`src/rtl/xlat_pkg.sv`:
```
package xlat_pkg;
  typedef enum logic [1:0] {
    FLT_NONE    = 2'd0,
    FLT_RANGE   = 2'd1,
    FLT_INVALID = 2'd2,
    FLT_PROT    = 2'd3
  } fault_e;

  localparam int PTE_VALID     = 0;
  localparam int PTE_WRITABLE  = 1;
  localparam int PTE_REFERENCE = 2;
  localparam int PTE_DIRTY     = 3;
  localparam int PTE_FRAME_LSB = 4;
endpackage

```
`src/rtl/xlat_ctx_regs.sv`:
```
module xlat_ctx_regs #(
  parameter int VPN_W = 6,
  parameter int TA_W  = 16
) (
  input  logic             clk,
  input  logic             rst_n,
  input  logic             load,
  input  logic [TA_W-1:0]  lo_base_in,
  input  logic [VPN_W-1:0] lo_limit_in,
  input  logic [TA_W-1:0]  hi_base_in,
  input  logic [VPN_W-1:0] hi_limit_in,
  output logic [TA_W-1:0]  lo_base,
  output logic [VPN_W-1:0] lo_limit,
  output logic [TA_W-1:0]  hi_base,
  output logic [VPN_W-1:0] hi_limit
);
  // Reset leaves only page 0 reachable low and only the top page high.
  always_ff @(posedge clk or negedge rst_n) begin
    if (!rst_n) begin
      lo_base  <= '0;
      lo_limit <= '0;
      hi_base  <= '0;
      hi_limit <= '1;
    end else if (load) begin
      lo_base  <= lo_base_in;
      lo_limit <= lo_limit_in;
      hi_base  <= hi_base_in;
      hi_limit <= hi_limit_in;
    end
  end
endmodule

```
`src/rtl/xlat_range.sv`:
```
module xlat_range #(
  parameter int VPN_W = 6,
  parameter int TA_W  = 16
) (
  input  logic [VPN_W-1:0] vpn,
  input  logic [TA_W-1:0]  lo_base,
  input  logic [VPN_W-1:0] lo_limit,
  input  logic [TA_W-1:0]  hi_base,
  input  logic [VPN_W-1:0] hi_limit,
  output logic             out_of_range,
  output logic [TA_W-1:0]  entry_addr
);
  localparam int PAD_W = TA_W - VPN_W - 2;

  logic            sel_hi;
  logic [TA_W-1:0] base;
  logic [TA_W-1:0] scaled;

  assign sel_hi = vpn[VPN_W-1];
  assign base   = sel_hi ? hi_base : lo_base;

  generate
    if (PAD_W > 0) begin : g_pad
      assign scaled = {{PAD_W{1'b0}}, vpn, 2'b00};
    end else begin : g_nopad
      assign scaled = TA_W'({vpn, 2'b00});
    end
  endgenerate

  assign entry_addr   = base + scaled;
  // High region bound is a floor, low region bound is a ceiling.
  assign out_of_range = sel_hi ? (vpn < hi_limit) : (vpn > lo_limit);
endmodule

```
`src/rtl/xlat_pte_eval.sv`:
```
module xlat_pte_eval
  import xlat_pkg::*;
#(
  parameter int PTE_W   = 32,
  parameter int FRAME_W = 6,
  parameter int OFF_W   = 10
) (
  input  logic [PTE_W-1:0]         pte,
  input  logic                     is_write,
  input  logic [OFF_W-1:0]         offset,
  output fault_e                   fault,
  output logic [PTE_W-1:0]         new_pte,
  output logic                     need_wb,
  output logic [FRAME_W+OFF_W-1:0] paddr
);
  always_comb begin
    fault = FLT_NONE;
    if (!pte[PTE_VALID])
      fault = FLT_INVALID;
    else if (is_write && !pte[PTE_WRITABLE])
      fault = FLT_PROT;
  end

  always_comb begin
    new_pte                = pte;
    new_pte[PTE_REFERENCE] = 1'b1;
    if (is_write)
      new_pte[PTE_DIRTY] = 1'b1;
  end

  assign need_wb = (new_pte != pte);
  assign paddr   = {pte[PTE_FRAME_LSB +: FRAME_W], offset};
endmodule

```
`src/rtl/xlat_walker.sv`:
```
module xlat_walker
  import xlat_pkg::*;
#(
  parameter int VA_W  = 16,
  parameter int PA_W  = 16,
  parameter int OFF_W = 10,
  parameter int TA_W  = 16,
  parameter int PTE_W = 32
) (
  input  logic                    clk,
  input  logic                    rst_n,
  input  logic                    ctx_load,
  input  logic [TA_W-1:0]         ctx_lo_base,
  input  logic [VA_W-OFF_W-1:0]   ctx_lo_limit,
  input  logic [TA_W-1:0]         ctx_hi_base,
  input  logic [VA_W-OFF_W-1:0]   ctx_hi_limit,
  input  logic                    req_valid,
  output logic                    req_ready,
  input  logic [VA_W-1:0]         req_vaddr,
  input  logic                    req_write,
  output logic                    rsp_valid,
  input  logic                    rsp_ready,
  output logic [PA_W-1:0]         rsp_paddr,
  output logic [1:0]              rsp_fault,
  output logic                    mrd_valid,
  input  logic                    mrd_ready,
  output logic [TA_W-1:0]         mrd_addr,
  input  logic                    mrd_rvalid,
  input  logic [PTE_W-1:0]        mrd_rdata,
  output logic                    mwr_valid,
  input  logic                    mwr_ready,
  output logic [TA_W-1:0]         mwr_addr,
  output logic [PTE_W-1:0]        mwr_data
);
  localparam int VPN_W   = VA_W - OFF_W;
  localparam int FRAME_W = PA_W - OFF_W;

  typedef enum logic [2:0] {
    S_IDLE, S_CHECK, S_READ, S_WAIT, S_EVAL, S_WB, S_RESP
  } state_e;

  state_e state_q;

  logic [VA_W-1:0]  va_q;
  logic             wr_q;
  logic [TA_W-1:0]  eaddr_q;
  logic [PTE_W-1:0] pte_q;
  logic [PTE_W-1:0] wbdata_q;
  fault_e           fault_q;
  logic [PA_W-1:0]  paddr_q;

  logic [TA_W-1:0]  lo_base, hi_base;
  logic [VPN_W-1:0] lo_limit, hi_limit;
  logic             oor;
  logic [TA_W-1:0]  entry_addr;
  fault_e           ev_fault;
  logic [PTE_W-1:0] ev_new;
  logic             ev_need_wb;
  logic [PA_W-1:0]  ev_paddr;

  xlat_ctx_regs #(.VPN_W(VPN_W), .TA_W(TA_W)) i_ctx (
    .clk        (clk),
    .rst_n      (rst_n),
    .load       (ctx_load),
    .lo_base_in (ctx_lo_base),
    .lo_limit_in(ctx_lo_limit),
    .hi_base_in (ctx_hi_base),
    .hi_limit_in(ctx_hi_limit),
    .lo_base    (lo_base),
    .lo_limit   (lo_limit),
    .hi_base    (hi_base),
    .hi_limit   (hi_limit)
  );

  xlat_range #(.VPN_W(VPN_W), .TA_W(TA_W)) i_range (
    .vpn         (va_q[VA_W-1:OFF_W]),
    .lo_base     (lo_base),
    .lo_limit    (lo_limit),
    .hi_base     (hi_base),
    .hi_limit    (hi_limit),
    .out_of_range(oor),
    .entry_addr  (entry_addr)
  );

  xlat_pte_eval #(.PTE_W(PTE_W), .FRAME_W(FRAME_W), .OFF_W(OFF_W)) i_eval (
    .pte     (pte_q),
    .is_write(wr_q),
    .offset  (va_q[OFF_W-1:0]),
    .fault   (ev_fault),
    .new_pte (ev_new),
    .need_wb (ev_need_wb),
    .paddr   (ev_paddr)
  );

  always_ff @(posedge clk or negedge rst_n) begin
    if (!rst_n) begin
      state_q  <= S_IDLE;
      va_q     <= '0;
      wr_q     <= 1'b0;
      eaddr_q  <= '0;
      pte_q    <= '0;
      wbdata_q <= '0;
      fault_q  <= FLT_NONE;
      paddr_q  <= '0;
    end else begin
      unique case (state_q)
        S_IDLE: if (req_valid) begin
          va_q    <= req_vaddr;
          wr_q    <= req_write;
          state_q <= S_CHECK;
        end
        S_CHECK: begin
          if (oor) begin
            fault_q <= FLT_RANGE;
            paddr_q <= '0;
            state_q <= S_RESP;
          end else begin
            eaddr_q <= entry_addr;
            state_q <= S_READ;
          end
        end
        S_READ: if (mrd_ready) state_q <= S_WAIT;
        S_WAIT: if (mrd_rvalid) begin
          pte_q   <= mrd_rdata;
          state_q <= S_EVAL;
        end
        S_EVAL: begin
          fault_q <= ev_fault;
          if (ev_fault != FLT_NONE) begin
            paddr_q <= '0;
            state_q <= S_RESP;
          end else begin
            paddr_q  <= ev_paddr;
            wbdata_q <= ev_new;
            state_q  <= ev_need_wb ? S_WB : S_RESP;
          end
        end
        S_WB:   if (mwr_ready) state_q <= S_RESP;
        S_RESP: if (rsp_ready) state_q <= S_IDLE;
        default: state_q <= S_IDLE;
      endcase
    end
  end

  assign req_ready = (state_q == S_IDLE);
  assign mrd_valid = (state_q == S_READ);
  assign mrd_addr  = eaddr_q;
  assign mwr_valid = (state_q == S_WB);
  assign mwr_addr  = eaddr_q;
  assign mwr_data  = wbdata_q;
  assign rsp_valid = (state_q == S_RESP);
  assign rsp_paddr = paddr_q;
  assign rsp_fault = fault_q;
endmodule

```
`config.mk`:
```
export PLATFORM = sky130hd
export DESIGN_NAME = xlat_walker
export DESIGN_NICKNAME = d
export VERILOG_FILES = /design/src/rtl/xlat_pkg.sv /design/src/rtl/xlat_ctx_regs.sv /design/src/rtl/xlat_range.sv /design/src/rtl/xlat_pte_eval.sv /design/src/rtl/xlat_walker.sv
export SDC_FILE = /design/constraint.sdc
export NUM_CORES = 1
export LEC_CHECK = 0
export BUFFER_PORTS_ARGS = -buffer_cell sky130_fd_sc_hd__buf_2
export CAP_MARGIN = 20
export CORE_MARGIN = 1.5
export CORE_UTILIZATION = 53
export CTS_CLUSTER_SIZE = 40
export DETAILED_ROUTE_END_ITERATION = 16
export GPL_TIMING_DRIVEN = 0
export PLACE_DENSITY = 0.86
export SYNTH_ARGS = -nofsm -noshare
export SYNTH_HDL_FRONTEND = slang
export SYNTH_SLANG_ARGS = --single-unit
```
`constraint.sdc`:
```
create_clock -name clk -period 3.22 [get_ports clk]
set_input_delay 0.483 -clock clk [delete_from_list [all_inputs] [get_ports clk]]
set_output_delay 0.483 -clock clk [all_outputs]
set_load 0.1 [all_outputs]
```
==> results of run 1 <==
[worst reg2reg max path: stages (launching register included)]
cell	delay, ns
sky130_fd_sc_hd__dfrtp_2	0.49
sky130_fd_sc_hd__buf_2	0.29
sky130_fd_sc_hd__clkbuf_4	0.32
sky130_fd_sc_hd__mux2_2	0.37
sky130_fd_sc_hd__ha_1	0.36
sky130_fd_sc_hd__o21ai_0	0.11
sky130_fd_sc_hd__nor3_1	0.29
sky130_fd_sc_hd__nand2b_1	0.22
sky130_fd_sc_hd__nand2_1	0.08
sky130_fd_sc_hd__xnor2_1	0.13
sky130_fd_sc_hd__mux2_4	0.27
[cells in the mapped netlist, drive strengths merged, types with 8 or more instances]
cell type	number	area share, %
dfrtp	156	55
nand2	127	6.7
mux2	90	14
o21ai	39	2.7
buf	30	2.7
inv	20	1.1
ha	17	3.0
a22o	16	2.0
clkbuf	15	0.79
a21oi	11	0.83
nor2	9	0.48
mux2i	8	1.1
[kinds of logic (layout without fill, tap and decap cells)]
kind of cell             after synthesis  in the layout  share of synthesized area (%)
flip-flops                           162            162                           57.1
AO/OA/AOI/OAI                         91             91                           8.50
multiplexers                          98             98                           15.5
buffers and inverters                 65            284                           4.51
adder cells (fa/ha/maj)               18             18                           3.27
AND/OR/NAND/NOR                      163            163                           9.47
XOR/XNOR                              13             13                           1.60
[timing repair]
| action | CTS | global route |
|---|---|---|
| hold buffers | 1 | 0 |
| pin swaps | 0 | 0 |
| resized for setup | 1 | 3 |
| hold endpoints to repair | 29 | 0 |
| endpoints found under the setup margin | 2 | 6 |
[metrics by stage]
step           std cells  hold slack, ns  cell area, µm²
6_report            1005           0.277            8930
5_1_grt             1005           0.265            8930
4_1_cts             1005           0.257            8920
3_5_place_dp         972           0.368            8300
3_3_place_gp         971           0.439            8260
2_1_floorplan        610           0.187            7120
[flip-flops by register name (all words and copies together), names as in the netlist, 6 cells and up]
register,cells
i_ctx.lo_base,16
i_ctx.hi_base,16
i_ctx.hi_limit,6
i_ctx.lo_limit,6
va_q,16
rsp_paddr,16
mwr_data,32
pte_q,32
mrd_addr,16
[metal layers]
layer	vias up	track usage, %	routed length (µm)
met1	2561	29.7	6910
met5	-	0	0
li1	2475	-	-
met4	0	5.65	144
met2	171	43.2	8240
met3	12	8.45	1200
[layout make-up]
cell class              instances  share of cell area (%)
flip-flops and latches        162                    45.5
multi-input cells             383                    30.7
repair buffers                187                    10.9
clock buffers                  22                    5.42
plain buffers                  45                    2.78
well taps                     176                    2.47
clock inverters                10                    1.40
inverters                      20                   0.841
[cell usage in the layout (no fill, tap or decap), drive strengths merged, types with 2 or more instances in the layout]
master    synthesis  layout
a211oi            3       3
a21o              6       6
a21oi            11      11
a22o             16      16
and2              3       3
buf              30     215
bufinv            0       2
clkbuf           15      38
clkinv            0       4
clkinvlp          0       3
dfrtp           156     156
dfstp             6       6
ha               17      17
inv              20      21
mux2             90      90
mux2i             8       8
nand2           127     127
nand2b            7       7
nand3             4       4
nor2              9       9
nor2b             3       3
nor3              5       5
o211a             2       2
o21ai            39      39
o22ai             2       2
o31ai             2       2
xnor2             7       7
xor2              6       6
[how the worst min path moves through the flow]
stage / startpoint / endpoint / slack (ns)
after floorplan: rst_n / i_ctx.hi_base[0] / 0.19
after global placement: pte_q[21] / mwr_data[21] / 0.44
after detailed placement: rst_n / i_ctx.hi_base[3] / 0.37
after CTS: req_write / wr_q / 0.26
after global routing: req_write / wr_q / 0.26
final: req_write / wr_q / 0.28
==> run_results.csv, run 1 <==
group,metric,value,unit
critical_path,timing.critical_path.cells,"buf_2 -> clkbuf_4 -> mux2_2 -> ha_1 -> o21ai_0 -> nor3_1 -> nand2b_1 -> nand2_1 -> xnor2_1 -> mux2_4",
final_layout,n_fill_cell,976,
route,drt_drc_violations_left,0,
run_status,status,"completed",
placed_design,detailedPlacementHpwl,11700,µm
critical_path,r2r_start,"va_q[15]",
critical_path,crit_path_top_delay_cell,"sky130_fd_sc_hd__dfrtp_2",
timing,final-hold-violation-count,0,
clock_network,ctsRootBufferMaster,"sky130_fd_sc_hd__clkbuf_16",
timing,fin_setup_tns,0,ns
floorplan,die-height,119,µm
critical_path,critical_path.max_fanout,10,
global_routing,global_route_usage_over_all_layers,24.8,%
timing,timing.final.crit_share,94.8,%
timing,finalWorstSetupSlack,0.169,ns
timing,maxSlewViolCount,0,
critical_path,r2r_cells,10,
critical_path,cp_slowest_stage_delay,0.49,ns
global_routing,grt_pass1_wl,27100,µm
clock_network,htree_num_levels,4,
synth,synth_ff_type,"sky130_fd_sc_hd__dfrtp_1",
final_layout,final-seq-area,4060,µm²
critical_path,critical_path_at,3.34,ns
critical_path,rr_endpoint,"mrd_addr[11]",
synth,synth_warnings,0,
route,route.final.wire_length,16500,µm
final_layout,drive_gt1_share,42.0,%
timing,clock.fmax,328,MHz
timing,timing.max_slew.rel_slack,51.8,%
critical_path,worstPathBufferInverterCount,2,
critical_path,startpoint,"va_q[15]",
timing,setup_violation_total_in_the_final_timing_report,0,
synth,synth_fp_nets,729,
floorplan,row_count,42,
critical_path,timing.setup.critical_path_class,"flop to flop",
clock_network,worstSkewPairLatency,0.42,ns
synth,ys_async_sr_fraction,100,%
hold_path,worstHoldPathType,"primary input to flop",
global_routing,number_of_global_route_vias_before_repair,5427,
route,routedWlPerCell,16.4,µm
floorplan,die-area,14100,µm²
hold_path,depth_of_the_worst_hold_timing_path,3,
synth,synthCells,610,
global_routing,gr-total-overflow,0,
critical_path,path_depth,10,
clock_network,clock_path_buffers,2,
synth,synthesized_cell_area,7110,µm²
synth,synth_enable_flop_cells,0,
route,dr_total_vias,5219,
floorplan,die_width,119,µm
critical_path,critical-path-top-delay-family,"multiplexers",
clock_network,cts_inserted_buffers,17,
clock_network,cts_sinks,162,
placed_design,place_ws,-0.0184,ns
placed_design,gpl.final_weighted_congestion,0.814,
critical_path,critPathRequiredTime,3.51,ns
timing,fin_worst_skew,0.0101,ns
timing,grt_setup_unrepaired,"no",
critical_path,critPathCaptureType,"flop",
clock_network,cts_tree,"done",
floorplan,start_util,54.1,%
final_layout,postLayoutCoreUtil,68.0,%
global_routing,grt_max_degree,129,
clock_network,worst_setup_hold_path_clk_slew,0.06,ns
timing,fin_crit,3.05,ns
final_layout,final_nets,935,
route,drt_first_iter_violations,281,
timing,worstMarginPinSlew,0.723,ns
floorplan,core_area,13100,µm²
route,drt_pre_antenna_iters,4,
synth,ys_types,45,
run,cap_viol_max_count,0,
final_layout,multiInputGateArea,2740,µm²
placed_design,buffer_ports.inserted,185,
clock_network,cts_post_setup_buffers_inserted,0,
global_routing,grt_antenna_before_repair,1,
route,viasPerCell,5.19,
critical_path,critical_path.endpoint,"mrd_addr[11]",
synth,synth.yosys.seq_area_share,57.1,%
synth,synthesized_area_per_cell,11.7,µm²
critical_path,reg2reg_slack,0.17,ns
floorplan,boundaryPins,187,
route,antenna_left,0,
final_layout,syn2layout_area_growth,25.6,%
critical_path,crit_path_start_kind,"flop",
final_layout,diodes,0,
synth,synthesis_stage_register_bit_count,162,
Power of run 1 is not shown: default switching activity piles up to over one toggle a cycle in this logic, so the estimate is an artifact.
==> inputs of run 2 (changes only) <==
--- a/config.mk
+++ b/config.mk
@@ -8,11 +8,11 @@
 export BUFFER_PORTS_ARGS = -buffer_cell sky130_fd_sc_hd__buf_2
 export CAP_MARGIN = 20
 export CORE_MARGIN = 1.5
-export CORE_UTILIZATION = 53
+export CORE_UTILIZATION = 45
 export CTS_CLUSTER_SIZE = 40
 export DETAILED_ROUTE_END_ITERATION = 16
 export GPL_TIMING_DRIVEN = 0
-export PLACE_DENSITY = 0.86
+export PLACE_DENSITY = 0.76
 export SYNTH_ARGS = -nofsm -noshare
 export SYNTH_HDL_FRONTEND = slang
 export SYNTH_SLANG_ARGS = --single-unit
==> run 2 against run 1 <==
Cell count grew 3.4%. Die area grew 17%. Fmax grew 1.2%. Critical path type unchanged. Largest cell class unchanged. Highest routed layer unchanged.
==> run_results.csv, run 2 (synthesized netlist as in run 1, its figures left out) <==
group,metric,value,unit
critical_path,cp_slowest_stage_delay,0.49,ns
timing,setup_violation_total_in_the_final_timing_report,0,
floorplan,core_area,15300,µm²
route,viasPerCell,5.01,
placed_design,gpl.final_weighted_congestion,0.826,
clock_network,worst_setup_hold_path_clk_slew,0.06,ns
global_routing,number_of_global_route_vias_before_repair,5234,
route,detailroute.wirelength.met2,8000,µm
clock_network,ctsRootBufferMaster,"sky130_fd_sc_hd__clkbuf_16",
placed_design,buffer_ports.inserted,185,
timing,fin_crit,3.02,ns
critical_path,timing.setup.critical_path_class,"flop to flop",
global_routing,global_route_usage_over_all_layers,20.7,%
timing,grt_setup_unrepaired,"no",
timing,worstMarginPinSlew,0.717,ns
clock_network,clock_path_buffers,2,
global_routing,gr-total-overflow,0,
critical_path,crit_path_start_kind,"flop",
route,routedWlPerCell,15.8,µm
final_layout,layout.cell_area.non_filler,8920,µm²
critical_path,r2r_cells,12,
hold_path,worstHoldPathType,"primary input to asynchronous set/reset pin",
critical_path,worstPathBufferInverterCount,3,
final_layout,postLayoutCoreUtil,58.2,%
route,drt_first_iter_violations,215,
critical_path,reg2reg_slack,0.20,ns
clock_network,cts_tree,"done",
critical_path,rr_endpoint,"mrd_addr[14]",
global_routing,grt_antenna_before_repair,0,
floorplan,start_util,46.4,%
clock_network,htree_num_levels,4,
floorplan,row_count,45,
final_layout,final_cell_mix,"sky130_fd_sc_hd__buf_2, sky130_fd_sc_hd__dfrtp_1, sky130_fd_sc_hd__nand2_1",
clock_network,worstSkewPairLatency,0.42,ns
final_layout,n_fill_cell,1329,
timing,timing.max_slew.rel_slack,52.2,%
run_status,status,"completed",
route,route.final.wire_length,16500,µm
placed_design,detailedPlacementHpwl,11900,µm
floorplan,boundaryPins,187,
timing,maxSlewViolCount,0,
critical_path,timing.critical_path.cells,"buf_2 -> buf_4 -> mux2_2 -> ha_1 -> inv_1 -> fa_1 -> nor2b_1 -> o21ai_0 -> nand2_1 -> nand3_1 -> xnor2_1 -> o21ai_0",
route,wl_met1,7040,µm
critical_path,critPathRequiredTime,3.49,ns
floorplan,die-area,16600,µm²
floorplan,die-height,129,µm
final_layout,final_nets,934,
placed_design,place_ws,-0.0130,ns
route,met3_length,1300,µm
critical_path,critical_path_at,3.28,ns
final_layout,mostFrequentLayoutCell,"sky130_fd_sc_hd__buf_2",
placed_design,dpl_cell_area,8340,µm²
critical_path,critical-path-top-delay-family,"buffers and inverters",
clock_network,cts_inserted_buffers,17,
critical_path,critical_path.max_fanout,10,
critical_path,r2r_start,"va_q[15]",
route,dr.max_layer_used,"met4",
timing,finalWorstSetupSlack,0.204,ns
final_layout,multiInputGateArea,2740,µm²
floorplan,die_width,129,µm
critical_path,crit_path_top_delay_cell,"sky130_fd_sc_hd__dfrtp_2",
timing,fin_worst_skew,0.0119,ns
route,dr_total_vias,5201,
critical_path,critPathCaptureType,"flop",
timing,timing.final.crit_share,93.6,%
route,drt_drc_violations_left,0,
clock_network,cts_sinks,162,
final_layout,drive_gt1_share,41.9,%
timing,clock.fmax,332,MHz
run,cap_viol_max_count,0,
global_routing,grt_max_degree,85,
route,drt_pre_antenna_iters,4,
final_layout,diodes,0,
clock_network,cts_post_setup_buffers_inserted,0,
final_layout,final-seq-area,4060,µm²
timing,final-hold-violation-count,0,
global_routing,grt_pass1_wl,26400,µm
final_layout,syn2layout_area_growth,25.5,%
route,antenna_left,0,
critical_path,cpMostUsedCell,"sky130_fd_sc_hd__o21ai_0",
[run 2: layout make-up]
class	count	area share, %
tap	211	2.96
buffer	45	2.78
sequential	162	45.5
clock inverter	11	1.19
timing repair buffer	186	10.8
inverter	20	0.842
multi-input combinational	383	30.7
clock buffer	21	5.16
[run 2: how the worst max path moves through the flow]
stage,start,to,slack [ns],depth (start not counted)
CTS,va_q[15],mrd_addr[11],0.08,10
global placement,rst_n,pte_q[13],-0.76,1
floorplan,state_q[2],va_q[0],0.45,5
detailed placement,va_q[15],mrd_addr[11],-0.01,11
global route,va_q[15],mrd_addr[11],0.06,10
finish,va_q[15],mrd_addr[14],0.20,12
[run 2: through the flow]
step	hold slack (ns)	instances	TNS, ns
finish	0.0391	1039	0
global route	0.0761	1039	0
CTS	0.0597	1039	0
detailed placement	0.448	1007	-0.0130
global placement	0.442	1006	-116.97
floorplan	0.187	610	0
[run 2: timing repair]
action | CTS | global route
endpoints found under the setup margin | 3 | 7
hold buffers | 0 | 0
resized for setup | 1 | 2
[run 2: per-layer routing]
layer	GRT usage, %	up-vias
li1	-	2474
met1	26.0	2553
met2	34.5	162
met3	7.48	12
met4	4.69	0
met5	0	-
Power of run 2 is left out for the same reason.
==> inputs of run 3 (changes only) <==
==> constraint.sdc (replaced) <==
create_clock -name clk -period 3.4 [get_ports clk]
set_input_delay 0.51 -clock clk [delete_from_list [all_inputs] [get_ports clk]]
set_output_delay 0.51 -clock clk [all_outputs]
set_load 0.1 [all_outputs]
==> run 3 against run 2 <==
Sequential share of layout area about the same. Worst hold slack better by 0.027 ns. Count of clock-buffer cells in the layout unchanged. Clock skew barely moved. Fmax decreased by 2.0%. Critical path depth is 2 lower. Register-to-register slack better by 0.12 ns. Critical path type unchanged. First-iteration DRC count grew 7.4%. Design area about the same. Critical endpoint is now mrd_addr[11].
==> run_results.csv, run 3 (synthesized netlist as in run 1, its figures left out) <==
group,metric,value,unit
timing,fin_crit,3.08,ns
global_routing,number_of_global_route_vias_before_repair,5246,
final_layout,postLayoutCoreUtil,58.2,%
floorplan,core_area,15300,µm²
timing,maxSlewViolCount,0,
route,drt_drc_violations_left,0,
route,drt_pre_antenna_iters,4,
route,routedWlPerCell,15.8,µm
floorplan,boundaryPins,187,
critical_path,cp_slowest_stage_delay,0.49,ns
timing,timing.final.crit_share,90.5,%
global_routing,gr-total-overflow,0,
placed_design,place_ws,0.167,ns
run_status,status,"completed",
critical_path,critPathRequiredTime,3.70,ns
floorplan,row_count,45,
placed_design,detailedPlacementHpwl,11900,µm
clock_network,cts_tree,"done",
route,drt_first_iter_violations,231,
clock_network,worst_setup_hold_path_clk_slew,0.06,ns
placed_design,gpl.final_weighted_congestion,0.826,
hold_path,worstHoldPathType,"primary input to asynchronous set/reset pin",
clock_network,ctsRootBufferMaster,"sky130_fd_sc_hd__clkbuf_16",
timing,worstMarginPinSlew,0.726,ns
clock_network,clock_path_buffers,2,
critical_path,worstPathBufferInverterCount,2,
critical_path,crit_path_start_kind,"flop",
timing,clock.fmax,325,MHz
critical_path,crit_path_top_delay_cell,"sky130_fd_sc_hd__dfrtp_2",
clock_network,htree_num_levels,4,
critical_path,critical-path-top-delay-family,"multiplexers",
clock_network,cts-hold-fix-buffers,0,
critical_path,timing.setup.critical_path_class,"flop to flop",
route,antenna_left,0,
final_layout,multiInputGateArea,2740,µm²
timing,finalWorstSetupSlack,0.322,ns
final_layout,drive_gt1_share,41.8,%
global_routing,grt_pass1_wl,26400,µm
timing,timing.max_slew.rel_slack,51.6,%
timing,fin_worst_skew,0.0120,ns
route,dr_total_vias,5180,
critical_path,r2r_cells,10,
critical_path,critPathCaptureType,"flop",
critical_path,critical_path_at,3.37,ns
floorplan,die_width,129,µm
final_layout,final_nets,934,
timing,setup_violation_total_in_the_final_timing_report,0,
run,cap_viol_max_count,0,
global_routing,global_route_usage_over_all_layers,20.7,%
critical_path,reg2reg_slack,0.32,ns
global_routing,grt_max_degree,85,
floorplan,die-height,129,µm
route,route.final.wire_length,16400,µm
placed_design,buffer_ports.inserted,185,
timing,final-hold-violation-count,0,
final_layout,n_fill_cell,1329,
final_layout,mostFrequentLayoutCell,"sky130_fd_sc_hd__buf_2",
route,viasPerCell,4.99,
final_layout,diodes,0,
final_layout,final-seq-area,4060,µm²
final_layout,final_cell_mix,"sky130_fd_sc_hd__buf_2, sky130_fd_sc_hd__dfrtp_1, sky130_fd_sc_hd__nand2_1",
global_routing,grt_antenna_before_repair,0,
clock_network,worstSkewPairLatency,0.42,ns
critical_path,critical_path.max_fanout,10,
timing,grt_setup_unrepaired,"no",
floorplan,start_util,46.4,%
critical_path,timing.critical_path.cells,"buf_2 -> clkbuf_4 -> mux2_2 -> ha_1 -> o21ai_0 -> nor3_1 -> nand2b_1 -> nand2_1 -> xnor2_1 -> mux2_4",
timing,fin_setup_tns,0,ns
clock_network,cts_sinks,162,
critical_path,path_depth,10,
floorplan,die-area,16600,µm²
clock_network,cts_inserted_buffers,17,
final_layout,syn2layout_area_growth,25.4,%
## run 3: worst register-to-register path, delay by kind of cell (launching register included)
family	cells	cell delay, ns
mux	2	0.63
buf+inv	2	0.62
simple gates	3	0.61
flops	1	0.49
fa+ha+maj	1	0.37
xor+xnor	1	0.13
compound gates	1	0.11
## run 3: layout make-up
cell class                      instances  share of cell area [%]
Sequential cell                       162                    45.6
Multi-Input combinational cell        383                    30.7
Timing Repair Buffer                  186                    10.8
Clock buffer                           21                    5.16
Tap cell                              211                    2.96
Buffer                                 45                    2.78
Clock inverter                         11                    1.19
Inverter                               20                   0.842
## run 3: through the flow
| stage | hold WS, ns | instances | area, µm² |
|---|---|---|---|
| 6_report | 0.0658 | 1039 | 8910 |
| 5_1_grt | 0.103 | 1039 | 8910 |
| 4_1_cts | 0.0867 | 1039 | 8910 |
| 3_5_place_dp | 0.448 | 1007 | 8340 |
| 3_3_place_gp | 0.442 | 1006 | 8310 |
| 2_1_floorplan | 0.214 | 610 | 7120 |
## run 3: final timing paths
path,from,end
hold / removal,rst_n,i_ctx.hi_base[5]
min in group clk,ctx_lo_limit[2],i_ctx.lo_limit[2]
hold reg to reg,mwr_data[2],mwr_data[2]
max in group asynchronous,rst_n,rsp_paddr[8]
setup / recovery,va_q[15],mrd_addr[11]
setup reg to reg,va_q[15],mrd_addr[11]
## run 3: what timing repair did
item	4_1_cts	5_1_grt
setup buffers	0	0
endpoints found under the hold margin	0	0
endpoints found under the setup margin	0	3
resized for setup	0	2
## run 3: per-layer routing
layer  wire, µm  global-route usage, %  vias up
met5          0                      0        -
met4        109                   4.69        0
met3       1220                   7.48       10
met2       7960                   34.5      153
met1       7120                   26.0     2543
li1           -                      -     2474
Power of run 3 is left out for the same reason.
